**config.mk**
```make
export PLATFORM = sky130hd
export DESIGN_NAME = uart_reg_front
export DESIGN_NICKNAME = d
export VERILOG_FILES = /design/src/rtl/uart_front_pkg.sv /design/src/rtl/uart_bus_decode.sv /design/src/rtl/uart_rx_hold.sv /design/src/rtl/uart_ctrl_irq.sv /design/src/rtl/uart_tx_emit.sv /design/src/rtl/uart_reg_front.sv
export SDC_FILE = /design/constraint.sdc
export NUM_CORES = 1
export LEC_CHECK = 0
export BUFFER_PORTS_ARGS = -buffer_cell sky130_fd_sc_hd__buf_2
export CAP_MARGIN = 20
export CORE_ASPECT_RATIO = 0.6
export CORE_UTILIZATION = 41
export CTS_CLUSTER_DIAMETER = 40
export DETAILED_ROUTE_END_ITERATION = 16
export GPL_ROUTABILITY_DRIVEN = 0
export PLACE_DENSITY = 0.73
export SYNTH_ARGS = -nofsm -noshare
export SYNTH_HDL_FRONTEND = slang
export SYNTH_SLANG_ARGS = --single-unit
```
**constraint.sdc**
```tcl
create_clock -name clk -period 1.3 [get_ports clk]
set_input_delay 0.195 -clock clk [delete_from_list [all_inputs] [get_ports clk]]
set_output_delay 0.195 -clock clk [all_outputs]
set_load 0.005 [all_outputs]
```
**src/rtl/uart_front_pkg.sv**
```systemverilog
package uart_front_pkg;
  localparam int unsigned OFS_DATA  = 32'h00;
  localparam int unsigned OFS_CTRL  = 32'h14;
  localparam int unsigned OFS_FLAG  = 32'h18;
  localparam int unsigned OFS_IDENT = 32'h1C;

  localparam int unsigned FLG_TXE  = 7;
  localparam int unsigned FLG_RXE  = 4;
  localparam int unsigned IDF_RX   = 1;
  localparam int unsigned IDF_TX   = 2;
  localparam int unsigned CTL_TXIE = 5;

  typedef enum logic [2:0] {
    SEL_NONE,
    SEL_DATA,
    SEL_FLAG,
    SEL_CTRL,
    SEL_IDENT
  } reg_sel_e;
endpackage

```
**src/rtl/uart_bus_decode.sv**
```systemverilog
module uart_bus_decode
  import uart_front_pkg::*;
#(
  parameter int unsigned ADDR_W = 8
) (
  input  logic              bus_sel,
  input  logic              bus_wr,
  input  logic [ADDR_W-1:0] bus_addr,
  output reg_sel_e          sel_o,
  output logic              rd_data_o,
  output logic              wr_data_o,
  output logic              wr_ctrl_o,
  output logic              wr_ident_o
);
  always_comb begin
    sel_o = SEL_NONE;
    if (bus_addr == ADDR_W'(OFS_DATA))       sel_o = SEL_DATA;
    else if (bus_addr == ADDR_W'(OFS_FLAG))  sel_o = SEL_FLAG;
    else if (bus_addr == ADDR_W'(OFS_CTRL))  sel_o = SEL_CTRL;
    else if (bus_addr == ADDR_W'(OFS_IDENT)) sel_o = SEL_IDENT;
  end

  assign rd_data_o  = bus_sel && !bus_wr && (sel_o == SEL_DATA);
  assign wr_data_o  = bus_sel &&  bus_wr && (sel_o == SEL_DATA);
  assign wr_ctrl_o  = bus_sel &&  bus_wr && (sel_o == SEL_CTRL);
  assign wr_ident_o = bus_sel &&  bus_wr && (sel_o == SEL_IDENT);
endmodule

```
**src/rtl/uart_rx_hold.sv**
```systemverilog
module uart_rx_hold #(
  parameter int unsigned CHAR_W = 8
) (
  input  logic              clk,
  input  logic              rst_n,
  input  logic              rx_valid,
  input  logic [CHAR_W-1:0] rx_data,
  output logic              rx_ready,
  input  logic              take_i,
  output logic              accept_o,
  output logic [CHAR_W-1:0] hold_q,
  output logic              rxe_q,
  output logic              irq_q
);
  assign rx_ready = !irq_q && (hold_q == '0);
  assign accept_o = rx_valid && rx_ready;

  always_ff @(posedge clk or negedge rst_n) begin
    if (!rst_n) begin
      hold_q <= '0;
      rxe_q  <= 1'b0;
      irq_q  <= 1'b0;
    end else if (accept_o) begin
      hold_q <= rx_data;
      rxe_q  <= 1'b0;
      irq_q  <= 1'b1;
    end else if (take_i) begin
      hold_q <= '0;
      rxe_q  <= 1'b1;
      irq_q  <= 1'b0;
    end
  end
endmodule

```
**src/rtl/uart_ctrl_irq.sv**
```systemverilog
module uart_ctrl_irq
  import uart_front_pkg::*;
#(
  parameter int unsigned CHAR_W = 8
) (
  input  logic              clk,
  input  logic              rst_n,
  input  logic              wr_ctrl_i,
  input  logic              wr_ident_i,
  input  logic [CHAR_W-1:0] wdata_i,
  input  logic              accept_i,
  input  logic              take_i,
  output logic [CHAR_W-1:0] ctrl_q,
  output logic [CHAR_W-1:0] ident_q,
  output logic              tx_irq_q
);
  logic [CHAR_W-1:0] ident_d;

  always_comb begin
    ident_d = ident_q;
    if (wr_ident_i) ident_d = wdata_i;
    if (wr_ctrl_i)  ident_d[IDF_TX] = wdata_i[CTL_TXIE];
    if (take_i)     ident_d[IDF_RX] = 1'b0;
    if (accept_i)   ident_d[IDF_RX] = 1'b1;
  end

  always_ff @(posedge clk or negedge rst_n) begin
    if (!rst_n) begin
      ctrl_q   <= '0;
      ident_q  <= '0;
      tx_irq_q <= 1'b0;
    end else begin
      ident_q <= ident_d;
      if (wr_ctrl_i) begin
        ctrl_q   <= wdata_i;
        tx_irq_q <= wdata_i[CTL_TXIE];
      end
    end
  end
endmodule

```
**src/rtl/uart_tx_emit.sv**
```systemverilog
module uart_tx_emit #(
  parameter int unsigned CHAR_W = 8
) (
  input  logic              clk,
  input  logic              rst_n,
  input  logic              wr_i,
  input  logic [CHAR_W-1:0] wdata_i,
  output logic              tx_valid,
  output logic [CHAR_W-1:0] tx_data
);
  always_ff @(posedge clk or negedge rst_n) begin
    if (!rst_n) begin
      tx_valid <= 1'b0;
      tx_data  <= '0;
    end else begin
      tx_valid <= wr_i;
      if (wr_i) tx_data <= wdata_i;
    end
  end
endmodule

```
**src/rtl/uart_reg_front.sv**
```systemverilog
module uart_reg_front
  import uart_front_pkg::*;
#(
  parameter int unsigned ADDR_W = 8,
  parameter int unsigned DATA_W = 32,
  parameter int unsigned CHAR_W = 8
) (
  input  logic              clk,
  input  logic              rst_n,
  input  logic              bus_sel,
  input  logic              bus_wr,
  input  logic [ADDR_W-1:0] bus_addr,
  input  logic [DATA_W-1:0] bus_wdata,
  output logic [DATA_W-1:0] bus_rdata,
  input  logic              rx_valid,
  output logic              rx_ready,
  input  logic [CHAR_W-1:0] rx_data,
  output logic              tx_valid,
  output logic [CHAR_W-1:0] tx_data,
  output logic              rx_irq,
  output logic              tx_irq
);
  reg_sel_e          sel;
  logic              rd_data, wr_data, wr_ctrl, wr_ident;
  logic              accept;
  logic [CHAR_W-1:0] hold_q, ctrl_q, ident_q, flag_w;
  logic              rxe_q;
  logic [CHAR_W-1:0] wchar;

  assign wchar = bus_wdata[CHAR_W-1:0];

  uart_bus_decode #(.ADDR_W(ADDR_W)) u_dec (
    .bus_sel   (bus_sel),
    .bus_wr    (bus_wr),
    .bus_addr  (bus_addr),
    .sel_o     (sel),
    .rd_data_o (rd_data),
    .wr_data_o (wr_data),
    .wr_ctrl_o (wr_ctrl),
    .wr_ident_o(wr_ident)
  );

  uart_rx_hold #(.CHAR_W(CHAR_W)) u_rx (
    .clk     (clk),
    .rst_n   (rst_n),
    .rx_valid(rx_valid),
    .rx_data (rx_data),
    .rx_ready(rx_ready),
    .take_i  (rd_data),
    .accept_o(accept),
    .hold_q  (hold_q),
    .rxe_q   (rxe_q),
    .irq_q   (rx_irq)
  );

  uart_ctrl_irq #(.CHAR_W(CHAR_W)) u_ctl (
    .clk       (clk),
    .rst_n     (rst_n),
    .wr_ctrl_i (wr_ctrl),
    .wr_ident_i(wr_ident),
    .wdata_i   (wchar),
    .accept_i  (accept),
    .take_i    (rd_data),
    .ctrl_q    (ctrl_q),
    .ident_q   (ident_q),
    .tx_irq_q  (tx_irq)
  );

  uart_tx_emit #(.CHAR_W(CHAR_W)) u_tx (
    .clk     (clk),
    .rst_n   (rst_n),
    .wr_i    (wr_data),
    .wdata_i (wchar),
    .tx_valid(tx_valid),
    .tx_data (tx_data)
  );

  always_comb begin
    flag_w          = '0;
    flag_w[FLG_TXE] = 1'b1;
    flag_w[FLG_RXE] = rxe_q;
  end

  always_comb begin
    bus_rdata = '0;
    if (bus_sel && !bus_wr) begin
      unique case (sel)
        SEL_DATA:  bus_rdata = DATA_W'(hold_q);
        SEL_FLAG:  bus_rdata = DATA_W'(flag_w);
        SEL_CTRL:  bus_rdata = DATA_W'(ctrl_q);
        SEL_IDENT: bus_rdata = DATA_W'(ident_q);
        default:   bus_rdata = '0;
      endcase
    end
  end
endmodule

```
### After elaboration in Yosys (flattened, before gate mapping)

Index checks and enable logic that the tools add are counted.
Widths: inputs -> output; s select.

| operators by class | value |
|---|---|
| eq/ne operators | 7 |
| muxes and demuxes | 16 |
| reduce and logical (&&, ||, !) cells | 15 |

Operators by type and width:

| cell | count |
|---|---|
| $pmux 8 s4 | 1 |
| $eq 8x5->1 const B | 3 |
| $mux 8 | 3 |
| $logic_not 8->1 | 2 |
| $mux 3 | 5 |
| $logic_and 1x1->1 | 8 |
| $mux 1 | 7 |
| $eq 3x2->1 const B | 2 |
| $reduce_bool 2->1 | 2 |
| $eq 3x1->1 const B | 1 |
| $eq 3x3->1 const B | 1 |
| $reduce_bool 3->1 | 1 |
| $logic_not 1->1 | 2 |

| storage, ports and cells | value |
|---|---|
| register bits after elaboration | 36 |
| input port bits | 53 |
| output and inout bits | 44 |
| logic and storage cells | 48 |

### Longest topological paths before layout

Gate-level depths: netlist of the first run.

| logic depth | value |
|---|---|
| depth in word-level cells | 10 |
| depth in mapped cells | 6 |
| gate-level depth less buffers | 3 |

### Cells and area by module

From an unflattened synthesis of the first run, not the netlist that was laid out.

| second synthesis, totals | value |
|---|---|
| cells, all modules | 163 |
| area, all modules | 2,038.2 um^2 |

Modules (own cells, without submodules):

| module | times used | cells each | area each (um^2) |
|---|---|---|---|
| uart_ctrl_irq | 1 | 39 | 670.6 |
| uart_reg_front | 1 | 62 | 500.5 |
| uart_rx_hold | 1 | 28 | 405.4 |
| uart_tx_emit | 1 | 18 | 356.6 |
| uart_bus_decode | 1 | 16 | 105.1 |

### Worst setup path before layout of the first run

No wires, ideal clock.

| timing | value |
|---|---|
| path kind | input port to flip-flop |
| start | in bus_addr[1] |
| end | reg u_ctl.ctrl_q[0] |
| arrival | 1.327 ns |
| required time | 1.175 ns |
| slack | -0.152 ns |
| stages | 4 |
| path buffers | 1 |
| path through | nor4b_4 > and4b_1 > buf_4 > mux2_2 |

| on the way | value |
|---|---|
| word-level cells in the longest chain between the ends | 7 |

RTL lines:

| what | line | text |
|---|---|---|
| start, declared | uart_reg_front.sv:12 | `input logic [ADDR_W-1:0] bus_addr,` |
| $eq 8x5->1 | uart_bus_decode.sv:20 | `else if (bus_addr == ADDR_W'(OFS_IDENT)) sel_o = SEL_IDENT;` |
| $mux 3 | uart_bus_decode.sv:20 |  |
| $mux 3 | uart_bus_decode.sv:19 | `else if (bus_addr == ADDR_W'(OFS_CTRL)) sel_o = SEL_CTRL;` |
| $mux 3 | uart_bus_decode.sv:18 | `else if (bus_addr == ADDR_W'(OFS_FLAG)) sel_o = SEL_FLAG;` |
| $mux 3 (*) | uart_bus_decode.sv:17 | `if (bus_addr == ADDR_W'(OFS_DATA)) sel_o = SEL_DATA;` |
| $eq 3x2->1 (*) | uart_bus_decode.sv:25 | `assign wr_ctrl_o = bus_sel && bus_wr && (sel_o == SEL_CTRL);` |
| $logic_and 1x1->1 (*) | uart_bus_decode.sv:25 |  |
| end signal, assigned | uart_ctrl_irq.sv:35 | `ctrl_q <= wdata_i;` |
| end, declared | uart_ctrl_irq.sv:13 | `output logic [CHAR_W-1:0] ctrl_q,` |

Mark *: on every way between the ends. The rest lies on a longest branch, timed or not.
A chain may end at the register's enable or synchronous reset.

### Worst setup path in the final report of the first run

| timing | value |
|---|---|
| start | reg u_rx.hold_q[1] |
| end | out rx_ready |

| on the way | value |
|---|---|
| word-level cells in the longest chain between the ends | 2 |

RTL lines:

| what | line | text |
|---|---|---|
| start, declared | uart_rx_hold.sv:11 | `output logic [CHAR_W-1:0] hold_q,` |
| start signal, assigned | uart_rx_hold.sv:24 | `hold_q <= rx_data;` |
| $logic_not 8->1 | uart_rx_hold.sv:15 | `assign rx_ready = !irq_q && (hold_q == '0);` |
| $logic_and 1x1->1 | uart_rx_hold.sv:15 |  |
| end, declared | uart_reg_front.sv:16 | `output logic rx_ready,` |

Every way passes these cells.

==> metrics.md, run 1 <==
| Metric | Value |
|---|---|
| CP endpoint kind | output port |
| Hold WC Path Type | input pin to flop |
| Cell row count | 18 |
| Synthesis-to-layout area growth | 41.85% |
| Final min period | 1.746 ns |
| Fillers | 359 |
| Final wirelength | 4865 microns |
| # IOs | 97 |
| Post-Route Setup TNS | -4.991 ns |
| Syn Inst Count | 172 |
| Cell Pwr Density | 1121 nW/um^2 |
| Arr. time, crit path | 1.55 ns |
| Worst reg2reg path depth | 6 |
| Crit-path leading delay family | simple AND/OR/NAND/NOR gates |
| Core area | 4279 sq um |
| Initial antenna violation count | 0 |
| Worst-Skew Late Latency | 0.29 ns |
| CP Depth | 5 |
| Routed vias | 1584 |
| Mux share of post-synthesis cell area | 14.78% |
| Post-synthesis xor/xnor area fraction | 0% |
| Number of global-route vias before repair | 1469 |
| CP required | 1.11 ns |
| Total track usage | 21.06% |
| CTS tree | yes |
| RSZ-0062 raised after global routing | true |
| CP max stage cell | dfrtp_1 |
| Via-to-Cell Ratio | 4.997 |
| Hold depth | 2 |
| Longest Clk Path Bufs | 2 |
| Final hold violations | 0 |
| Fin. max-slew vios | 0 |
| First-pass iteration count of the detailed router | 4 |
| Post-synthesis sequential area ratio | 45.99% |
| Antenna cell count | 0 |
| Port Buffers | 48 |
| Cell Area, Synth | 1904 sq um |
| Maximum clock rate | 572.6 MHz |
| Root Buffer | clkbuf_8 |
| Post-detailed-placement half-perimeter wirelength | 3518 microns |
| Worst Setup Start Kind | flop |
| First-pass GRT wire length | 7555 microns |
| H-tree levels | 2 |
| Die Span X | 89.99 microns |
| CP bufs+invs | 2 |
| 1st-iter DRT viols | 63 |
| Synth cell types | 30 |
| Post-Synth Simple-Gate Area | 14.85% |
| TritonCTS Buffers | 5 |
| CP Class | flop to output port |
| Final ANT Viol Nets | 0 |
| CP cell instances | nor4_2, buf_4, nand2_2, nor4_4, buf_2 |
| Sequential Area | 875.8 sq um |
| Leakage | 0.001388 uW |
| Initial Util | 44.50% |
| Num Clock Sinks | 35 |
| Post-Syn Area per Cell | 11.07 sq um |
| Critical Path Fanout Max | 3 |
| Largest family of logic cells by synthesized area | simple AND/OR/NAND/NOR gates |
| Gr ovfl total | 0 |
| Fraction of the mapped netlist area in adder cells | 0% |
| Failing checks | negative setup slack |
| Commonest non-fill, non-tap cell in the layout | buf_2 |
| Fin crit share | 134.3% |
| DRC violations left | 0 |
| DR WL/cell | 15.35 microns |
| Max Cap Viol | 0 |
| YS warnings | 0 |
| Largest net degree at the start of global routing | 17 |
| Clock transition at the registers of the reported paths | 0.07 ns |
| Synth Register Bits | 35 |
| Die area | 4930 sq um |
| Layout cell share with drive strength beyond 1 | 56.03% |
| PnR worst setup slack | -0.4464 ns |
| Peak VDD IR | 0.0005060 V |
| Area of the multi-input gates | 1023 sq um |
| Skew final | 0.001996 ns |
| Max incr delay on CP | 0.43 ns |
| Hold Slack | 0.1180 ns |
| Most frequent cells in the layout | 44 x buf_2, 35 x dfrtp_1, 31 x buf_4 |
| Nets@finish | 310 |
| Final setup violation count | 20 |
| Vert. Die Dim | 54.79 microns |
| Status | finished, violations left |
| Synth Area in Compound Gates | 11.76% |
==> worst paths after layout <==
check                                     start                to  slack [ns]
worst max-delay path             u_rx.hold_q[1]          rx_ready       -0.45
worst min-delay path                 rx_data[6]    u_rx.hold_q[6]        0.12
worst max register to register   u_rx.hold_q[1]    u_rx.hold_q[2]       -0.22
worst min register to register  u_tx.tx_data[0]   u_tx.tx_data[0]        0.50
max in group asynchronous                 rst_n  u_ctl.ident_q[2]        0.53
min in group asynchronous                 rst_n  u_ctl.ident_q[6]        0.35
==> metrics by stage <==
stage                     utilization, %  total power (uW)  instance area, sq um  std cells  worst slack [ns]
final                              63.13              3029                  2701        317           -0.4464
after detailed placement           56.52              2022                  2419        304           -0.2353
after global placement             56.52              1999                  2419        304           -0.2041
after global routing               63.13              3183                  2701        317           -0.5384
after CTS                          61.17              2950                  2618        315           -0.4264
after floorplan                        -              1684                  2036        195           -0.1435
==> flip-flops by register name, indices dropped and copies added, names as in the netlist <==
register       cells
u_tx.tx_data       8
u_rx.rxe_q         1
u_rx.irq_q         1
u_tx.tx_valid      1
u_ctl.ident_q      8
u_ctl.ctrl_q       8
u_rx.hold_q        8
==> power breakdown <==
part           internal, uW  total (uW)  switching (uW)
Sequential             1240        1370             134
Clock                   415         801             386
Combinational           505         859             354
==> logic make-up (layout without fill, tap and decap cells) <==
group | count (synthesis) | after routing
buffers and inverters | 37 | 99
muxes | 25 | 25
other | 1 | 24
and+or+nand+nor | 43 | 43
AOI/OAI and AO/OA | 31 | 31
DFF | 35 | 35
==> per-layer routing <==
layer | vias to the layer above | global-route usage [%] | share of wire, %
met4 | 0 | 6.452 | 1.3
met1 | 774 | 27.91 | 47
met2 | 60 | 33.46 | 44
met5 | - | 0 | 0
li1 | 743 | - | -
met3 | 7 | 6.944 | 7.4
==> final cells by class <==
cell class,count,area share [%]
Clock buffer,6,3.057
Clock inverter,1,0.1853
Inverter,4,0.5558
Multi-Input combinational cell,123,37.89
Sequential cell,35,32.42
Tap cell,60,2.779
Timing Repair Buffer,88,23.11
==> worst register-to-register path: cells and delay by family (launching register included) <==
kind            cells  cell delay, ns
compound gates      1            0.13
buf+inv             3            0.41
flops               1            0.43
simple gates        2            0.49
==> cell usage after synthesis, drive strengths merged <==
cell type | instances | area (sq um)
nor4 | 3 | 18.77
mux2 | 25 | 281.5
clkbuf | 4 | 15.01
or3b | 7 | 61.31
buf | 29 | 206.4
a22o | 8 | 70.07
and4 | 1 | 8.760
o211a | 1 | 10.01
inv | 4 | 15.01
a21o | 9 | 67.56
and4b | 1 | 10.01
and3 | 3 | 18.77
nor3 | 1 | 5.000
o2111ai | 1 | 8.760
conb | 1 | 3.750
dfrtp | 35 | 875.8
o211ai | 2 | 15.01
nand2 | 9 | 33.78
o21a | 1 | 7.510
a21oi | 9 | 45.04
nor4b | 2 | 32.53
nor2 | 2 | 10.01
nand4 | 2 | 18.77
nand3 | 12 | 65.06
==> what timing repair did <==
item | CTS | global route
pin swaps | 15 | 5
gates cloned | 0 | 0
buffers inserted | 3 | 2
hold buffers | 1 | 0
gates resized for setup | 21 | 13
hold endpoints to repair | 14 | 0
setup endpoints to repair | 20 | 20
Note: power is estimated with default switching activity, not from simulation.
==> inputs of run 2 (changes only) <==
--- a/config.mk
+++ b/config.mk
@@ -13,6 +13,7 @@
 export DETAILED_ROUTE_END_ITERATION = 16
 export GPL_ROUTABILITY_DRIVEN = 0
 export PLACE_DENSITY = 0.73
+export SKIP_CTS_REPAIR_TIMING = 1
 export SYNTH_ARGS = -nofsm -noshare
 export SYNTH_HDL_FRONTEND = slang
 export SYNTH_SLANG_ARGS = --single-unit
==> metrics.md, run 2 (synthesis results as in run 1) <==
| Metric | Value |
|---|---|
| Status | finished, violations left |
| Failing checks | negative setup slack |
| Fin util | 63.01% (-0.12 points) |
| Number of global-route vias before repair | 1459 (-0.68%) |
| Worst-Skew Late Latency | 0.29 ns (about the same) |
| Hold WC Path Type | input pin to flop |
| 1st-iter DRT viols | 70 (+11%) |
| Commonest non-fill, non-tap cell in the layout | buf_2 |
| DR WL/cell | 15.26 microns (-0.55%) |
| First-pass iteration count of the detailed router | 4 (unchanged) |
| Die area | 4930 sq um (unchanged) |
| Antenna cell count | 0 (unchanged) |
| Design Area, Final | 2696 sq um (-0.19%) |
| Longest Clk Path Bufs | 2 (unchanged) |
| Cell row count | 18 (unchanged) |
| Final setup violation count | 17 (-15%) |
| Placed Instance Area | 2419 sq um (unchanged) |
| Skew final | 0.002267 ns (+0.0002708 ns) |
| CP Class | flop to output port |
| Maximum clock rate | 562.3 MHz (-1.8%) |
| Critical Path Fanout Max | 3 (unchanged) |
| CP required | 1.11 ns (about the same) |
| Via-to-Cell Ratio | 4.997 (about the same) |
| Initial antenna violation count | 0 (unchanged) |
| Worst Setup Start Kind | flop |
| Fin crit share | 136.8% (+2.5 points) |
| Arr. time, crit path | 1.58 ns (+0.03 ns) |
| PnR worst setup slack | -0.4784 ns (-0.03199 ns) |
| Nets@finish | 309 (-0.32%) |
| DP Worst Slack | -0.2353 ns (unchanged) |
| Core area | 4279 sq um (unchanged) |
| Die Span X | 89.99 microns (unchanged) |
| Port Buffers | 48 (unchanged) |
| Post-detailed-placement half-perimeter wirelength | 3518 microns (unchanged) |
| Root Buffer | clkbuf_8 |
| Final min period | 1.778 ns (+0.03199 ns) |
| Layout cell share with drive strength beyond 1 | 56.64% (+0.61 points) |
| Max Cap Viol | 0 (unchanged) |
| Clock transition at the registers of the reported paths | 0.07 ns (about the same) |
| Leakage | 0.001379 uW (-0.67%) |
| Largest net degree at the start of global routing | 17 (unchanged) |
| Cell Pwr Density | 1111 nW/um^2 (-0.92%) |
| Peak VDD IR | 0.0005127 V (+1.3%) |
| Final wirelength | 4823 microns (-0.86%) |
| DRC violations left | 0 (unchanged) |
| Vert. Die Dim | 54.79 microns (unchanged) |
| CTS tree | yes |
| Synthesis-to-layout area growth | 41.59% |
| # IOs | 97 (unchanged) |
| CP endpoint kind | output port |
| Most frequent cells in the layout | 44 x buf_2, 34 x dfrtp_1, 29 x buf_4 |
| Final hold violations | 0 (unchanged) |
| Total track usage | 20.61% (-0.45 points) |
| Initial Util | 44.50% (unchanged) |
| RSZ-0062 raised after global routing | true |
| Routed vias | 1579 (-0.32%) |
| Fin. max-slew vios | 0 (unchanged) |
| Num Clock Sinks | 35 (unchanged) |
| H-tree levels | 2 (unchanged) |
| TritonCTS Buffers | 5 (unchanged) |
| Gr ovfl total | 0 (unchanged) |
| Final ANT Viol Nets | 0 (unchanged) |
| First-pass GRT wire length | 7438 microns (-1.5%) |
## run 2: critical path: stages (launching register included)
cell and delay, ns:
dfrtp_1 0.43, nor4_2 0.26, buf_4 0.15, nand2_1 0.08, nor4_2 0.20, buf_2 0.17
## run 2: through the flow
step | std cells | hold WS, ns | power, uW | setup TNS (ns)
after floorplan | 195 | -0.1006 | 1684 | -2.398
after global placement | 304 | 0.1307 | 1999 | -7.192
after detailed placement | 304 | 0.1379 | 2022 | -8.229
after CTS | 311 | -0.1821 | 2831 | -5.170
after global routing | 316 | 0.1230 | 3148 | -4.599
final | 316 | 0.1165 | 2996 | -3.436
## run 2: worst paths after layout
kind	depth (start not counted)	end	slack [ns]	from
max reg2reg	5	u_rx.hold_q[2]	-0.04	u_rx.hold_q[1]
max	5	rx_ready	-0.48	u_rx.hold_q[1]
min	2	u_rx.hold_q[6]	0.12	rx_data[6]
max in group asynchronous	3	u_ctl.ident_q[2]	0.52	rst_n
min reg2reg	1	u_tx.tx_data[0]	0.50	u_tx.tx_data[0]
min in group asynchronous	2	u_ctl.ident_q[3]	0.35	rst_n
## run 2: final cells by class
| type | instances | area (sq um) |
|---|---|---|
| tap | 60 | 75.07 |
| multi-input combinational | 123 | 1021 |
| sequential | 35 | 877.1 |
| clock buffer | 6 | 82.58 |
| inverter | 4 | 15.01 |
| clock inverter | 1 | 5.005 |
| timing repair buffer | 87 | 620.6 |
| fill | 365 | 1583 |
## run 2: per-layer routing
metal | vias up | routed length, microns | track usage (%) | part of all wire (%)
li1 | 740 | - | - | -
met5 | - | 0 | 0 | 0
met2 | 63 | 2085 | 32.44 | 43
met4 | 0 | 98 | 5.645 | 2.0
met3 | 11 | 328 | 6.944 | 6.8
met1 | 765 | 2311 | 27.62 | 48
## run 2: report_power, final
group / leakage, uW / total (uW) / internal [uW] / switching (uW)
logic: 0.000869 / 813 / 490 / 323
clock network: 0.0000470 / 802 / 415 / 387
registers: 0.000463 / 1380 / 1240 / 142
total: 0.00138 / 3000 / 2140 / 852
